===== config.mk =====
export PLATFORM = sky130hd
export DESIGN_NAME = pwr_mode_ctrl
export DESIGN_NICKNAME = d
export VERILOG_FILES = /design/src/rtl/pmc_pkg.sv /design/src/rtl/pmc_mode_fsm.sv /design/src/rtl/pmc_clk_div.sv /design/src/rtl/pmc_exp_flag.sv /design/src/rtl/pwr_mode_ctrl.sv
export SDC_FILE = /design/constraint.sdc
export NUM_CORES = 1
export LEC_CHECK = 0
export BUFFER_PORTS_ARGS = -buffer_cell sky130_fd_sc_hd__buf_2
export CAP_MARGIN = 10
export CORE_ASPECT_RATIO = 0.5
export CORE_MARGIN = 5
export CORE_UTILIZATION = 40
export CTS_BUF_LIST = sky130_fd_sc_hd__clkbuf_8
export DETAILED_ROUTE_END_ITERATION = 8
export GPL_ROUTABILITY_DRIVEN = 0
export GPL_TIMING_DRIVEN = 1
export SLEW_MARGIN = 20
export SYNTH_ARGS = -nofsm -noshare
export SYNTH_HDL_FRONTEND = slang
export SYNTH_SLANG_ARGS = --single-unit

===== constraint.sdc =====
create_clock -name clk_in -period 4.35 [get_ports clk_in]
set_input_delay 0.2175 -clock clk_in [delete_from_list [all_inputs] [get_ports clk_in]]
set_output_delay 0.2175 -clock clk_in [all_outputs]
set_load 0.01 [all_outputs]

===== src/rtl/pmc_pkg.sv =====
// Shared types for the power-mode controller.
// Assumes the enum order matches the one-hot status bit order.
package pmc_pkg;

    localparam int NSTATES = 5;

    typedef enum logic [2:0] {
        PM_NORM   = 3'd0,
        PM_DOZE   = 3'd1,
        PM_SLEEP  = 3'd2,
        PM_DSLEEP = 3'd3,
        PM_PDOWN  = 3'd4
    } pm_state_e;

endpackage


===== src/rtl/pmc_mode_fsm.sv =====
// Power-state sequencer and speed sub-mode register.
// Assumes lp_req is a single-cycle strobe and all inputs are synchronous to clk.
module pmc_mode_fsm
    import pmc_pkg::*;
(
    input  logic       clk,
    input  logic       rst_n,
    input  logic [1:0] mode_sel,
    input  logic       texp_en,
    input  logic       lp_req,
    input  logic       wake_evt,
    input  logic       tmr_exp,
    input  logic       spd_low,
    output pm_state_e  state,
    output logic       low_sel,
    output logic       run
);

    pm_state_e state_q, state_d;
    logic      low_q, low_d;
    logic      spd_prev_q;
    logic      in_lowpwr;
    logic      wake_hit;

    assign in_lowpwr = (state_q != PM_NORM);
    assign wake_hit  = in_lowpwr && (wake_evt || (tmr_exp && texp_en));

    // Next-state selection: entry only from normal, exit only on a wake.
    always_comb begin
        state_d = state_q;
        if (state_q == PM_NORM) begin
            if (lp_req) begin
                unique case (mode_sel)
                    2'b01:   state_d = PM_DOZE;
                    2'b10:   state_d = PM_SLEEP;
                    2'b11:   state_d = texp_en ? PM_DSLEEP : PM_PDOWN;
                    default: state_d = PM_NORM;
                endcase
            end
        end else if (wake_hit) begin
            state_d = PM_NORM;
        end
    end

    // Sub-mode update: a wake forces fast, a 0->1 on spd_low selects slow.
    always_comb begin
        low_d = low_q;
        if (wake_hit)
            low_d = 1'b0;
        else if (!spd_low)
            low_d = 1'b0;
        else if (!spd_prev_q)
            low_d = 1'b1;
    end

    // State, sub-mode and speed-select history registers.
    always_ff @(posedge clk) begin
        if (!rst_n) begin
            state_q    <= PM_NORM;
            low_q      <= 1'b0;
            spd_prev_q <= 1'b0;
        end else begin
            state_q    <= state_d;
            low_q      <= low_d;
            spd_prev_q <= spd_low;
        end
    end

    assign state   = state_q;
    assign low_sel = low_q;
    assign run     = (state_q == PM_NORM) || (state_q == PM_DOZE);

endmodule


===== src/rtl/pmc_clk_div.sv =====
// Power-of-two clock divider with boundary-only ratio changes and a parked stop.
// Assumes exponents are static for a few cycles; exponent 0 is raised to 1.
module pmc_clk_div #(
    parameter int DIVW = 3
) (
    input  logic            clk,
    input  logic            rst_n,
    input  logic            run,
    input  logic            low_sel,
    input  logic [DIVW-1:0] div_hi,
    input  logic [DIVW-1:0] div_lo,
    output logic            clk_out
);

    localparam int EXPW = DIVW + 1;
    localparam int MAXE = 2 ** DIVW;
    localparam int CNTW = MAXE;

    logic [EXPW-1:0] exp_req;
    logic [EXPW-1:0] exp_eff;
    logic [CNTW-1:0] half_new;
    logic [CNTW-1:0] half_q;
    logic [CNTW-1:0] cnt_q;
    logic            clk_q;
    logic            stop_q;
    logic            at_edge;

    // Requested exponent from the active sub-mode, clamped to at least 1.
    always_comb begin
        exp_req  = low_sel ? ({1'b0, div_lo} + EXPW'(1)) : {1'b0, div_hi};
        exp_eff  = (exp_req == '0) ? EXPW'(1) : exp_req;
        half_new = CNTW'(1) << (exp_eff - EXPW'(1));
    end

    assign at_edge = (cnt_q == half_q - CNTW'(1));

    // Phase counter: toggles the output every half period, latches the new half-period on a fall.
    always_ff @(posedge clk) begin
        if (!rst_n) begin
            clk_q  <= 1'b0;
            cnt_q  <= '0;
            half_q <= CNTW'(1);
            stop_q <= 1'b1;
        end else if (stop_q) begin
            if (run) begin
                stop_q <= 1'b0;
                half_q <= half_new;
                cnt_q  <= '0;
            end
        end else if (at_edge) begin
            cnt_q <= '0;
            if (!run) begin
                stop_q <= 1'b1;
                clk_q  <= 1'b0;
            end else begin
                clk_q <= ~clk_q;
                if (clk_q)
                    half_q <= half_new;
            end
        end else begin
            cnt_q <= cnt_q + CNTW'(1);
        end
    end

    assign clk_out = clk_q;

endmodule


===== src/rtl/pmc_exp_flag.sv =====
// Expiry-wake request: immediate combinational raise, held until normal state.
// Assumes in_norm comes from the registered state.
module pmc_exp_flag (
    input  logic clk,
    input  logic rst_n,
    input  logic tmr_exp,
    input  logic texp_en,
    input  logic in_norm,
    output logic exp_wake
);

    logic hold_q;
    logic fire;

    assign fire = tmr_exp && texp_en;

    // Hold register: set by an enabled expiry, cleared once in normal state.
    always_ff @(posedge clk) begin
        if (!rst_n)
            hold_q <= 1'b0;
        else if (fire)
            hold_q <= 1'b1;
        else if (in_norm)
            hold_q <= 1'b0;
    end

    assign exp_wake = fire || hold_q;

endmodule


===== src/rtl/pwr_mode_ctrl.sv =====
// Top level of the power-mode and clock-divide controller.
// Assumes a single input clock and synchronous active-low reset.
module pwr_mode_ctrl
    import pmc_pkg::*;
#(
    parameter int DIVW = 3
) (
    input  logic            clk_in,
    input  logic            rst_n,
    input  logic [1:0]      mode_sel,
    input  logic            texp_en,
    input  logic [DIVW-1:0] div_hi,
    input  logic [DIVW-1:0] div_lo,
    input  logic            spd_low,
    input  logic            lp_req,
    input  logic            wake_evt,
    input  logic            tmr_exp,
    output logic            core_clk,
    output logic [NSTATES-1:0] mode_stat,
    output logic            exp_wake
);

    pm_state_e state;
    logic      low_sel;
    logic      run;

    pmc_mode_fsm u_fsm (
        .clk      (clk_in),
        .rst_n    (rst_n),
        .mode_sel (mode_sel),
        .texp_en  (texp_en),
        .lp_req   (lp_req),
        .wake_evt (wake_evt),
        .tmr_exp  (tmr_exp),
        .spd_low  (spd_low),
        .state    (state),
        .low_sel  (low_sel),
        .run      (run)
    );

    pmc_clk_div #(.DIVW(DIVW)) u_div (
        .clk     (clk_in),
        .rst_n   (rst_n),
        .run     (run),
        .low_sel (low_sel),
        .div_hi  (div_hi),
        .div_lo  (div_lo),
        .clk_out (core_clk)
    );

    pmc_exp_flag u_exp (
        .clk      (clk_in),
        .rst_n    (rst_n),
        .tmr_exp  (tmr_exp),
        .texp_en  (texp_en),
        .in_norm  (state == PM_NORM),
        .exp_wake (exp_wake)
    );

    // One-hot status decode, one bit per state.
    for (genvar gi = 0; gi < NSTATES; gi++) begin : g_stat
        assign mode_stat[gi] = (state == pm_state_e'(gi));
    end

endmodule


==> impl_metrics.ini <==
[layout]
final_cell_mix = dfxtp_1 (24), buf_2 (21), nor2_1 (14), nand2_1 (14), xnor2_1 (9)
layout-drive-gt1-share_pct = 20.86
synthToLayoutAreaGrowth_pct = 13.84
fin_nets = 206
layout_commonest_cell = dfxtp_1
antennaDiodeCount = 0

[logic_synthesis]
synthDistinctLibCells = 53
async_flop_share_pct = 0
synthFlopType = dfxtp_1
synth-edff-count = 0
syn_nets = 188
avgSynthCellArea_um2 = 8.722
synth_seq_cells = 24
yosysWarningCount = 0
yosysSeqAreaShare_pct = 32.41
netlist_area_um2 = 1483
synthCells = 170

[sta]
setup_viol = 0
whs_ns = 0.2081
fmax_mhz = 383.7
final-hold-violation-count = 0
fin_ws_ns = 1.744
finalCriticalPeriod_ns = 2.606
tns_ns = 0
worst_slew_margin_rel_pct = 58.98
timing.final.crit_share_pct = 59.91
finalMaxSlewViolations = 0
clock-skew-final_ns = 0.001090
rsz0062_at_grt = no
worst_pin_slew_ns = 0.6106

[route]
dr_total_vias = 1331
drc_errors = 0
wl_per_cell_um = 13.88
via_per_inst = 5.592
drtIter0Drc = 88
ant_nets = 0
dr.pass1.iters = 4
totalWireLength_um = 3303

[outcome]
status = finished, final reports clean

[setup_path]
required_ns = 4.52
cp_top_family = compound AO/OA/AOI/OAI gates
startpoint_type = flip-flop
worstPathCellList = inv_1, ha_1, or3b_2, nor4_1, o211ai_1, a2111oi_4, nor2_1, a32o_1
crit_path_max_incr_delay_ns = 0.53
crit_path_end_kind = flip-flop
critPathKind = reg2reg
rrSetupSlack_ns = 1.74
cp_num_buf_inv = 1
arrival_ns = 2.77
crit_path_top_delay_cell = a2111oi_4
path_max_fanout = 9

[place]
portBuffers = 21
post-place-ws_ns = 1.746
dp_hpwl_um = 2643

[clock_tree]
numCtsBuffers = 3
cts_tree = built
cts_hold_buffers = 0
cts.path.max_buffers = 2
cts_max_level = 1
path_clk_slew_ns = 0.09
clock_sinks = 24
cts_root_buf = clkbuf_8
insertion_delay_ns = 0.26
cts_resized = 0
post_cts_buffers = 0

[floorplan]
dieArea_um2 = 5098
start_util_pct = 42.25
dieHeight_um = 53.05
core_area_um2 = 3510
io_pins = 22
rows = 15
die_w_um = 96.10

[pwr]
vdd_drop_max_mv = 0.1537
leakagePower_nw = 0.6110
finalPower_mw = 0.5380
power.density_nw_per_um2 = 318.7

[global_route]
grt_max_degree = 16
grt_pass1_wl_um = 5492
antenna_found_initial = 0
grtUsageTotal_pct = 13.93
grt_pass1_vias = 1179
overflow = 0

[worst_hold_path]
holdCritPathClass = in2reg

[flow_run]
drv_cap = 0
-- state kept, by name, summed over array words and instances, names as in the netlist --
name              count
u_fsm.spd_prev_q      1
u_fsm.low_sel         1
u_exp.hold_q          1
u_div.half_q          8
u_fsm.state           3
u_div.cnt_q           8
u_div.stop_q          1
u_div.clk_out         1
-- layer usage --
| metal | global-route usage [%] | wire length [µm] | share of wire, % | vias up |
|---|---|---|---|---|
| met1 | 19.59 | 1783 | 54 | 632 |
| met5 | 0 | 0 | 0 | - |
| met4 | 2.830 | 0 | 0 | 0 |
| met3 | 3.125 | 116 | 3.5 | 0 |
| li1 | - | - | - | 674 |
| met2 | 21.71 | 1403 | 42 | 25 |
-- per-stage QoR --
step	instance area (µm²)	util, %	cells
after floorplan	1483	-	170
after global placement	1617	46.06	234
after detailed placement	1617	46.06	234
after CTS	1688	48.09	238
after global routing	1688	48.09	238
final	1688	48.09	238
-- kinds of logic after synthesis --
group | Yosys count | share of synthesized area (%)
AO/OA/AOI/OAI | 41 | 23.63
XOR/XNOR | 11 | 6.498
adder cells (fa/ha/maj) | 3 | 2.532
buffers and inverters | 13 | 3.629
flip-flops | 24 | 32.41
multiplexers | 5 | 3.544
AND/OR/NAND/NOR | 73 | 27.76
-- worst paths after layout --
kind                   startpoint          endpoint  cells after the start
setup / recovery  u_div.half_q[0]   u_div.half_q[6]                      8
hold / removal            spd_low  u_fsm.spd_prev_q                      2
setup reg to reg  u_div.half_q[0]   u_div.half_q[6]                      8
hold reg to reg      u_exp.hold_q      u_exp.hold_q                      2
-- cell type report --
type	instances	area [µm²]
fillers	358	1822
multi-input cells	133	948.4
flip-flops and latches	24	480.5
repair buffers	21	105.1
well taps	51	63.81
clock buffers	3	41.29
clock inverters	1	30.03
inverters	5	18.77
-- power breakdown --
group / leakage (nW) / switching [mW] / internal [mW] / total, mW
Combinational: 0.380 / 0.0544 / 0.0444 / 0.0988
Clock: 0.0357 / 0.0728 / 0.123 / 0.196
Sequential: 0.196 / 0.0148 / 0.229 / 0.243
-- worst reg2reg max path, delay by kind of cell, from the launching register on --
| kind | cells | cell delay, ns |
|---|---|---|
| AO/OA/AOI/OAI | 3 | 0.96 |
| adder cells (fa/ha/maj) | 1 | 0.22 |
| buffers and inverters | 1 | 0.08 |
| flip-flops | 1 | 0.35 |
| AND/OR/NAND/NOR | 3 | 0.91 |
-- cells in the mapped netlist, types with 2 or more instances --
| library cell | instances | area share [%] |
|---|---|---|
| o21ai_0 | 3 | 1.0 |
| clkbuf_1 | 5 | 1.3 |
| nand3_1 | 6 | 2.0 |
| o2111ai_1 | 2 | 1.2 |
| nor2b_1 | 4 | 1.7 |
| mux2_2 | 2 | 1.5 |
| and2_1 | 3 | 1.3 |
| nor4bb_1 | 2 | 1.4 |
| a32oi_1 | 3 | 1.8 |
| mux2i_1 | 3 | 2.0 |
| xor2_1 | 2 | 1.2 |
| xnor2_1 | 9 | 5.3 |
| ha_1 | 3 | 2.5 |
| nor2_1 | 14 | 3.5 |
| a211o_1 | 3 | 1.8 |
| nand2_1 | 14 | 3.5 |
| nand2b_1 | 3 | 1.3 |
| a21oi_1 | 8 | 2.7 |
| inv_1 | 5 | 1.3 |
| nor3_1 | 6 | 2.0 |
| nor3b_1 | 3 | 1.5 |
| nor4_1 | 2 | 0.84 |
| dfxtp_1 | 24 | 32 |
| o211ai_1 | 4 | 2.0 |
| or3_1 | 3 | 1.3 |
| o221a_2 | 2 | 1.5 |
| a32o_1 | 5 | 3.4 |
| nand3b_1 | 2 | 1.0 |
(Power assumes the default switching activity.)
